--- config.mk ---
export PLATFORM = sky130hd
export DESIGN_NAME = dma_ack_filter
export DESIGN_NICKNAME = d
export VERILOG_FILES = /design/src/rtl/dackf_pkg.sv /design/src/rtl/dackf_rst_sync.sv /design/src/rtl/dackf_sync.sv /design/src/rtl/dackf_ack_gate.sv /design/src/rtl/dackf_ref_track.sv /design/src/rtl/dma_ack_filter.sv
export SDC_FILE = /design/constraint.sdc
export NUM_CORES = 1
export LEC_CHECK = 0
export ABC_AREA = 1
export BUFFER_PORTS_ARGS = -buffer_cell sky130_fd_sc_hd__buf_2
export CORE_ASPECT_RATIO = 1.2
export CORE_MARGIN = 1.5
export CORE_UTILIZATION = 55
export CTS_CLUSTER_SIZE = 24
export DETAILED_ROUTE_END_ITERATION = 10
export HOLD_SLACK_MARGIN = 0.03
export PLACE_DENSITY = 0.8
export SLEW_MARGIN = 20
export SYNTH_ARGS = -nofsm -noshare
export SYNTH_HDL_FRONTEND = slang
export SYNTH_SLANG_ARGS = --single-unit
export TNS_END_PERCENT = 100
--- constraint.sdc ---
create_clock -name clk -period 1 [get_ports clk]
set_input_delay 0.1 -clock clk [delete_from_list [all_inputs] [get_ports clk]]
set_output_delay 0.1 -clock clk [all_outputs]
set_load 0.02 [all_outputs]
--- src/rtl/dackf_pkg.sv ---
`timescale 1ns/1ps
package dackf_pkg;
  localparam int unsigned SYNC_STAGES = 2;
  localparam int unsigned IN_W        = 3;
  localparam int unsigned IDX_REF     = 0;
  localparam int unsigned IDX_MEMR    = 1;
  localparam int unsigned IDX_DACK    = 2;

  typedef enum logic [1:0] {
    PH_IDLE   = 2'd0,
    PH_ADDR   = 2'd1,
    PH_STROBE = 2'd2,
    PH_HOLD   = 2'd3
  } ref_phase_t;
endpackage

--- src/rtl/dackf_rst_sync.sv ---
`timescale 1ns/1ps
module dackf_rst_sync #(
  parameter int unsigned STAGES = 2
) (
  input  logic clk,
  input  logic rst_n_in,
  output logic rst_n_out
);
  logic [STAGES-1:0] chain_q;
  logic [STAGES-1:0] chain_d;

  always_comb begin
    chain_d = {chain_q[STAGES-2:0], 1'b1};
  end

  always_ff @(posedge clk or negedge rst_n_in) begin
    if (!rst_n_in) chain_q <= '0;
    else           chain_q <= chain_d;
  end

  assign rst_n_out = chain_q[STAGES-1];
endmodule

--- src/rtl/dackf_sync.sv ---
`timescale 1ns/1ps
module dackf_sync #(
  parameter int unsigned W      = 3,
  parameter int unsigned STAGES = 2
) (
  input  logic         clk,
  input  logic         rst_n,
  input  logic [W-1:0] d,
  output logic [W-1:0] q
);
  logic [W-1:0] stage_q [STAGES];
  logic [W-1:0] stage_d [STAGES];

  for (genvar g = 0; g < STAGES; g++) begin : g_stage
    if (g == 0) begin : g_first
      assign stage_d[g] = d;
    end else begin : g_rest
      assign stage_d[g] = stage_q[g-1];
    end

    always_ff @(posedge clk or negedge rst_n) begin
      if (!rst_n) stage_q[g] <= '0;
      else        stage_q[g] <= stage_d[g];
    end
  end

  assign q = stage_q[STAGES-1];
endmodule

--- src/rtl/dackf_ack_gate.sv ---
`timescale 1ns/1ps
module dackf_ack_gate (
  input  logic clk,
  input  logic rst_n,
  input  logic master_en,
  input  logic ref_s,
  input  logic dack_s,
  output logic dack_ok,
  output logic suppressed
);
  logic supp_q, supp_d;
  logic ok_q, ok_d;

  // Suppression latch: set by an acknowledge seen during refresh,
  // cleared by acknowledge release or by leaving bus-master mode.
  always_comb begin
    supp_d = supp_q;
    if (!master_en)  supp_d = 1'b0;
    else if (!dack_s) supp_d = 1'b0;
    else if (ref_s)   supp_d = 1'b1;
  end

  always_comb begin
    ok_d = master_en & dack_s & ~ref_s & ~supp_q;
  end

  always_ff @(posedge clk or negedge rst_n) begin
    if (!rst_n) begin
      supp_q <= 1'b0;
      ok_q   <= 1'b0;
    end else begin
      supp_q <= supp_d;
      ok_q   <= ok_d;
    end
  end

  assign dack_ok    = ok_q;
  assign suppressed = supp_q;
endmodule

--- src/rtl/dackf_ref_track.sv ---
`timescale 1ns/1ps
module dackf_ref_track
  import dackf_pkg::*;
#(
  parameter int unsigned CNT_W = 8
) (
  input  logic             clk,
  input  logic             rst_n,
  input  logic             ref_s,
  input  logic             memr_s,
  output logic             in_refresh,
  output logic             memr_ok,
  output logic             seen,
  output logic [CNT_W-1:0] count
);
  ref_phase_t       phase_q, phase_d;
  logic             seen_q, seen_d;
  logic             mok_q, mok_d;
  logic [CNT_W-1:0] cnt_q, cnt_d;
  logic             cnt_en;

  always_comb begin
    phase_d = phase_q;
    seen_d  = 1'b0;
    unique case (phase_q)
      PH_IDLE:   if (ref_s) phase_d = PH_ADDR;
      PH_ADDR:   if (!ref_s) phase_d = PH_IDLE;
                 else if (memr_s) phase_d = PH_STROBE;
      PH_STROBE: if (!memr_s) begin
                   seen_d  = 1'b1;
                   phase_d = ref_s ? PH_HOLD : PH_IDLE;
                 end
      PH_HOLD:   if (!ref_s) phase_d = PH_IDLE;
      default:   phase_d = PH_IDLE;
    endcase
  end

  always_comb begin
    mok_d  = memr_s & ~ref_s & (phase_q == PH_IDLE);
    cnt_en = seen_d;
    cnt_d  = cnt_en ? cnt_q + 1'b1 : cnt_q;
  end

  always_ff @(posedge clk or negedge rst_n) begin
    if (!rst_n) begin
      phase_q <= PH_IDLE;
      seen_q  <= 1'b0;
      mok_q   <= 1'b0;
      cnt_q   <= '0;
    end else begin
      phase_q <= phase_d;
      seen_q  <= seen_d;
      mok_q   <= mok_d;
      cnt_q   <= cnt_d;
    end
  end

  assign in_refresh = (phase_q != PH_IDLE);
  assign memr_ok    = mok_q;
  assign seen       = seen_q;
  assign count      = cnt_q;
endmodule

--- src/rtl/dma_ack_filter.sv ---
`timescale 1ns/1ps
module dma_ack_filter
  import dackf_pkg::*;
#(
  parameter int unsigned CNT_W = 8
) (
  input  logic             clk,
  input  logic             rst_n,
  input  logic             master_en,
  input  logic             ref_in,
  input  logic             memr_in,
  input  logic             dack_in,
  output logic             dack_ok,
  output logic             memr_ok,
  output logic             in_refresh,
  output logic             refresh_seen,
  output logic [CNT_W-1:0] refresh_count
);
  logic            srst_n;
  logic [IN_W-1:0] raw_in, sync_out;
  logic            ref_s, memr_s, dack_s;
  logic            supp;

  dackf_rst_sync #(.STAGES(SYNC_STAGES)) u_rst (
    .clk(clk), .rst_n_in(rst_n), .rst_n_out(srst_n)
  );

  always_comb begin
    raw_in           = '0;
    raw_in[IDX_REF]  = ref_in;
    raw_in[IDX_MEMR] = memr_in;
    raw_in[IDX_DACK] = dack_in;
  end

  dackf_sync #(.W(IN_W), .STAGES(SYNC_STAGES)) u_sync (
    .clk(clk), .rst_n(srst_n), .d(raw_in), .q(sync_out)
  );

  assign ref_s  = sync_out[IDX_REF];
  assign memr_s = sync_out[IDX_MEMR];
  assign dack_s = sync_out[IDX_DACK];

  dackf_ack_gate u_gate (
    .clk(clk), .rst_n(srst_n), .master_en(master_en),
    .ref_s(ref_s), .dack_s(dack_s),
    .dack_ok(dack_ok), .suppressed(supp)
  );

  dackf_ref_track #(.CNT_W(CNT_W)) u_track (
    .clk(clk), .rst_n(srst_n), .ref_s(ref_s), .memr_s(memr_s),
    .in_refresh(in_refresh), .memr_ok(memr_ok),
    .seen(refresh_seen), .count(refresh_count)
  );
endmodule

# ---- Word-level counts from Yosys, hierarchy flattened
# Cells that the tools add are included.
dict set report totals {
  regBits 22
  in_bits 6
  out_inout_bits 12
  wordCells 40
}
dict set report classes {
  n_addsub 1
  n_eq_ne 8
  muxes 12
  bitwise_logic 7
  reduce_logical 3
}
# operator count
set op_table {}
lappend op_table {{$mux W2} 6}
lappend op_table {{$add A8 B1 Y8 const B} 1}
lappend op_table {{$pmux W2 S4} 1}
lappend op_table {{$ne A2 B2 Y1 const B} 3}
lappend op_table {{$ne A3 B3 Y1 const B} 2}
lappend op_table {{$and A1 B1 Y1} 5}
lappend op_table {{$mux W1} 5}
lappend op_table {{$eq A2 B2 Y1 const B} 2}
lappend op_table {{$reduce_and A4 Y1} 1}
lappend op_table {{$eq A2 B1 Y1 const B} 1}
lappend op_table {{$logic_not A2 Y1} 1}
lappend op_table {{$not A1 Y1} 2}
lappend op_table {{$reduce_bool A2 Y1} 1}

# ---- Depth between registers and ports, before layout
dict set report depth {
  depth_word 3
  mapped_depth 6
  depth_no_buf 6
}

# ---- By module
# Synthesis repeated with hierarchy kept, for this count alone.
dict set report hier_totals {
  cells_unflattened 90
  area_unflattened_um2 870.8
}
# mod n_inst cells_each area_per_inst_um2 seq_area_each_um2
set modules_own_cells {}
lappend modules_own_cells {dackf_ref_track 1 72 590.6 300.3}
lappend modules_own_cells {dackf_sync 1 6 150.1 150.1}
lappend modules_own_cells {dackf_ack_gate 1 9 76.3 50.0}
lappend modules_own_cells {dackf_rst_sync 1 3 53.8 50.0}

# ---- Least setup slack after synthesis
# Ideal clock, no wire load.
dict set report synth_timing {
  kind {flip-flop to flip-flop}
  start {reg u_track.cnt_q[1], in the netlist u_track.count[1]}
  end {reg u_track.cnt_q[4], in the netlist u_track.count[4]}
  setup_ns 0.117
  arrival_ns 1.016
  t_required_ns 0.883
  slack_ns -0.134
  path_stages_with_launch 7
  n_path_buf 0
  synth_period_minus_slack_ns 1.134
  path_cell_list {dfrtp_1 ha_1 inv_1 nor2_4 nand2_1 nand2_1 nand2_1}
}
dict set report synth_via {
  elab_chain_cells 1
}
# element line
set synth_lines {}
lappend synth_lines {{start, declared} dackf_ref_track.sv:19} ;# logic [CNT_W-1:0] cnt_q, cnt_d;
lappend synth_lines {{start signal, assigned} dackf_ref_track.sv:54} ;# cnt_q <= cnt_d;
lappend synth_lines {{$add A8 B1 Y8} dackf_ref_track.sv:41} ;# cnt_d = cnt_en ? cnt_q + 1'b1 : cnt_q;
# Every way passes these cells.
# A chain may end at the register's enable or synchronous reset.

# ---- Worst setup path after layout
dict set report layout_timing {
  start {reg u_track.phase_q[0]}
  end {out in_refresh}
}
dict set report layout_via {
  elab_chain_cells 1
}
# element line
set layout_lines {}
lappend layout_lines {{start, declared} dackf_ref_track.sv:16} ;# ref_phase_t phase_q, phase_d;
lappend layout_lines {{start signal, assigned} dackf_ref_track.sv:51} ;# phase_q <= phase_d;
lappend layout_lines {{$reduce_bool A2 Y1} dackf_ref_track.sv:58} ;# assign in_refresh = (phase_q != PH_IDLE);
lappend layout_lines {{end, declared} dma_ack_filter.sv:15} ;# output logic in_refresh,
# Every way passes these cells.

==> results.tsv <==
metric	value	unit
status	finished, violations left	
failing checks	setup timing	
Worst Setup End Kind	output port	
RSZ-0062 raised after global routing	true	
power per cell area	1605	nW/um^2
clock sink total	22	
hold path endpoint	u_gate.suppressed$_DFFE_PN0P_	
WP data required	0.90	ns
worst path bufs/invs	3	
IO Pins	18	
Achievable Freq	836.1	MHz
FF+latch count, synth	22	
fraction of layout cells with a size suffix above 1	42.98	%
DR iter-0 viols	16	
first-pass GRT wire length	2842	um
CP max stage cell	dfrtp_1	
Worst path max stage delay	0.42	ns
worst path cell trace	buf_6 -> nor2_4 -> inv_2 -> buf_6	
crit path from	u_track.phase_q[0]$_DFFE_PN0P_	
CTS root buf	clkbuf_4	
crit share post-route	119.6	%
TritonCTS clock tree	yes	
Top Layer Used	met4	
crit path kind	reg -> out	
Pre-Repair DR Iteration Count	4	
final setup margin	-0.1960	ns
DRT Wirelength	2029	um
final core utilization	84.70	%
maximum VDD drop	950.4	uV
met2 wire len	1097	um
antenna-violating nets left	0	
top cells by count, synth	dfrtp_1, nand2_1, inv_1, nand4_1, nor2_1	
gr usage total	24.75	%
Synthesis Warnings	0	
WL/cell	14.70	um
clk_lat worst skew	0.31	ns
Post-Layout Cell Count	138	
core area	1464	sq um
hpwl dp	1147	um
min Tclk post-route	1.196	ns
CP most frequent cell	buf_6	
DR WL met3	99	um
Critical Path AT	1.10	ns
number of enable flip-flop cells after synthesis	0	
Synth async-reset ratio	100.0	%
number of global-route vias before repair	637	
Mapped Area	869.6	sq um
nature of the critical path startpoint	flip-flop	
Synth top area share	63.31	%
largest net degree at the start of global routing	13	
synthesized net count	90	
hold path cells	3	
Die Wd	39.30	um
M1 wire length	781	um
DR vias/cell	5.290	
cell accounting for the most synthesized area	dfrtp_1	
total gr overflow	0	
number of max-cap violations	0	
FF-to-FF path depth	6	
initial core utilization	59.40	%
Hold WS	0.05457	ns
post-synth cell types	17	
# rows	15	
CTS Buffer Depth	2	
skew final	0.01323	ns
Hold Path Class	in -> reg	
Layout area overhead	42.59	%
Final Slew Violations	0	
Hold Violations, Final	0	
H-tree depth	1	
min-delay src	master_en	
initial antenna violation count	0	
# diodes	0	
R2R Path End	u_track.count[7]$_DFFE_PN0P_	
RePlAce Congestion	0.7447	
Buffers on Ports	17	
clock buffer count from CTS	3	
Worst path top cell family by delay	flip-flops	
Seq/Total Area, Yosys	63.31	%
Die ar.	1830	sq um
Reg2Reg Setup Slack	-0.11	ns
Worst R2R Start	u_track.phase_q[0]$_DFFE_PN0P_	
final net count	129	
Pleak	0.6520	nW
Avg Inst Size Synth	10.48	sq um
die height	46.56	um
DRC	0	
Via Count	730	
Critical Path Fanout Max	2	
Synth Flop Type	dfrtp_1	
top cells by area, synth	dfrtp_1, nand2_1, inv_1	
Setup-failing EPs final	14	
Synth Instances	83	
Reg clk slew, reported paths	0.12	ns
placed insts	121	
[metrics by stage]
step | power, mW | setup WS [ns] | instance area (sq um) | TNS (ns)
6_report | 1.990 | -0.1960 | 1240 | -0.7807
5_1_grt | 2.102 | -0.2515 | 1240 | -1.567
4_1_cts | 1.970 | -0.2059 | 1209 | -0.7638
3_5_place_dp | 1.456 | -0.04604 | 1022 | -0.1344
3_3_place_gp | 1.434 | -0.006005 | 1022 | -0.006005
2_1_floorplan | 1.321 | -0.01133 | 885.9 | -0.01133
[layout by cell type, fill, tap and decap left out, types with 2 or more instances in the layout]
master         count
dlygate4sd3_1      4
inv_1              9
nor2_1             3
dfrtp_2            4
nor2_4             4
dfrtp_1           18
buf_2              8
buf_6             10
nand3b_1           2
nand2_2            3
clkbuf_4           3
nand4_1            4
xor2_1             3
nand2_1           20
buf_4             12
inv_2              4
[how the worst max path moves through the flow]
stage                                         endpoint  slack [ns]  cells past startpoint
final                                       in_refresh       -0.20                      4
after global routing                        in_refresh       -0.25                      4
after global placement    u_track.count[6]$_DFFE_PN0P_      -0.006                      6
after floorplan           u_track.count[4]$_DFFE_PN0P_       -0.01                      6
after detailed placement  u_track.count[4]$_DFFE_PN0P_       -0.05                      6
after CTS                                   in_refresh       -0.21                      4
[metal layers]
layer,track usage (%),up-vias
li1,-,334
met1,32.58,353
met2,37.67,37
met3,1.932,6
met4,18.62,0
met5,0,-
[registers in the layout, indices dropped and copies added (netlist names)]
name               cells
u_sync.stage_d         3
u_gate.suppressed      1
u_sync.q               3
u_track.phase_q        2
u_track.memr_ok        1
u_track.count          8
u_gate.dack_ok         1
u_track.seen           1
u_rst.chain_q          2
[cells by family after synthesis]
kind of cell,share of synthesized area [%]
other,0.4312
and+or+nand+nor,24.75
xor gates and xnor gates,3.022
buffers and inverters,5.611
DFF,63.31
AOI/OAI and AO/OA,1.439
adders and majority gates,1.439
[repair_timing]
action | in CTS | in global routing
gates resized for setup | 20 | 9
buffers inserted | 7 | 3
hold buffers | 4 | 0
pin swaps | 1 | 5
hold endpoints to repair | 5 | 0
endpoints found under the setup margin | 15 | 18
[report_power, final]
group	total [mW]	internal [mW]	switching, mW
Sequential	1.10	0.978	0.120
Clock	0.410	0.156	0.255
Combinational	0.482	0.248	0.233
Total	1.99	1.38	0.608
[layout make-up]
type,instances,area (sq um)
Timing Repair Buffer,34,282.8
Clock buffer,4,26.28
Fill cell,68,224.0
Inverter,13,48.80
Multi-Input combinational cell,48,305.3
Tap cell,17,21.27
Sequential cell,22,555.5
[worst register-to-register path: cells and delay by family (launching register included)]
family,cells,cell delay [ns]
flip-flops,1,0.42
buffers and inverters,1,0.09
AND/OR/NAND/NOR,5,0.50
Note: power is estimated with default switching activity, not from simulation.
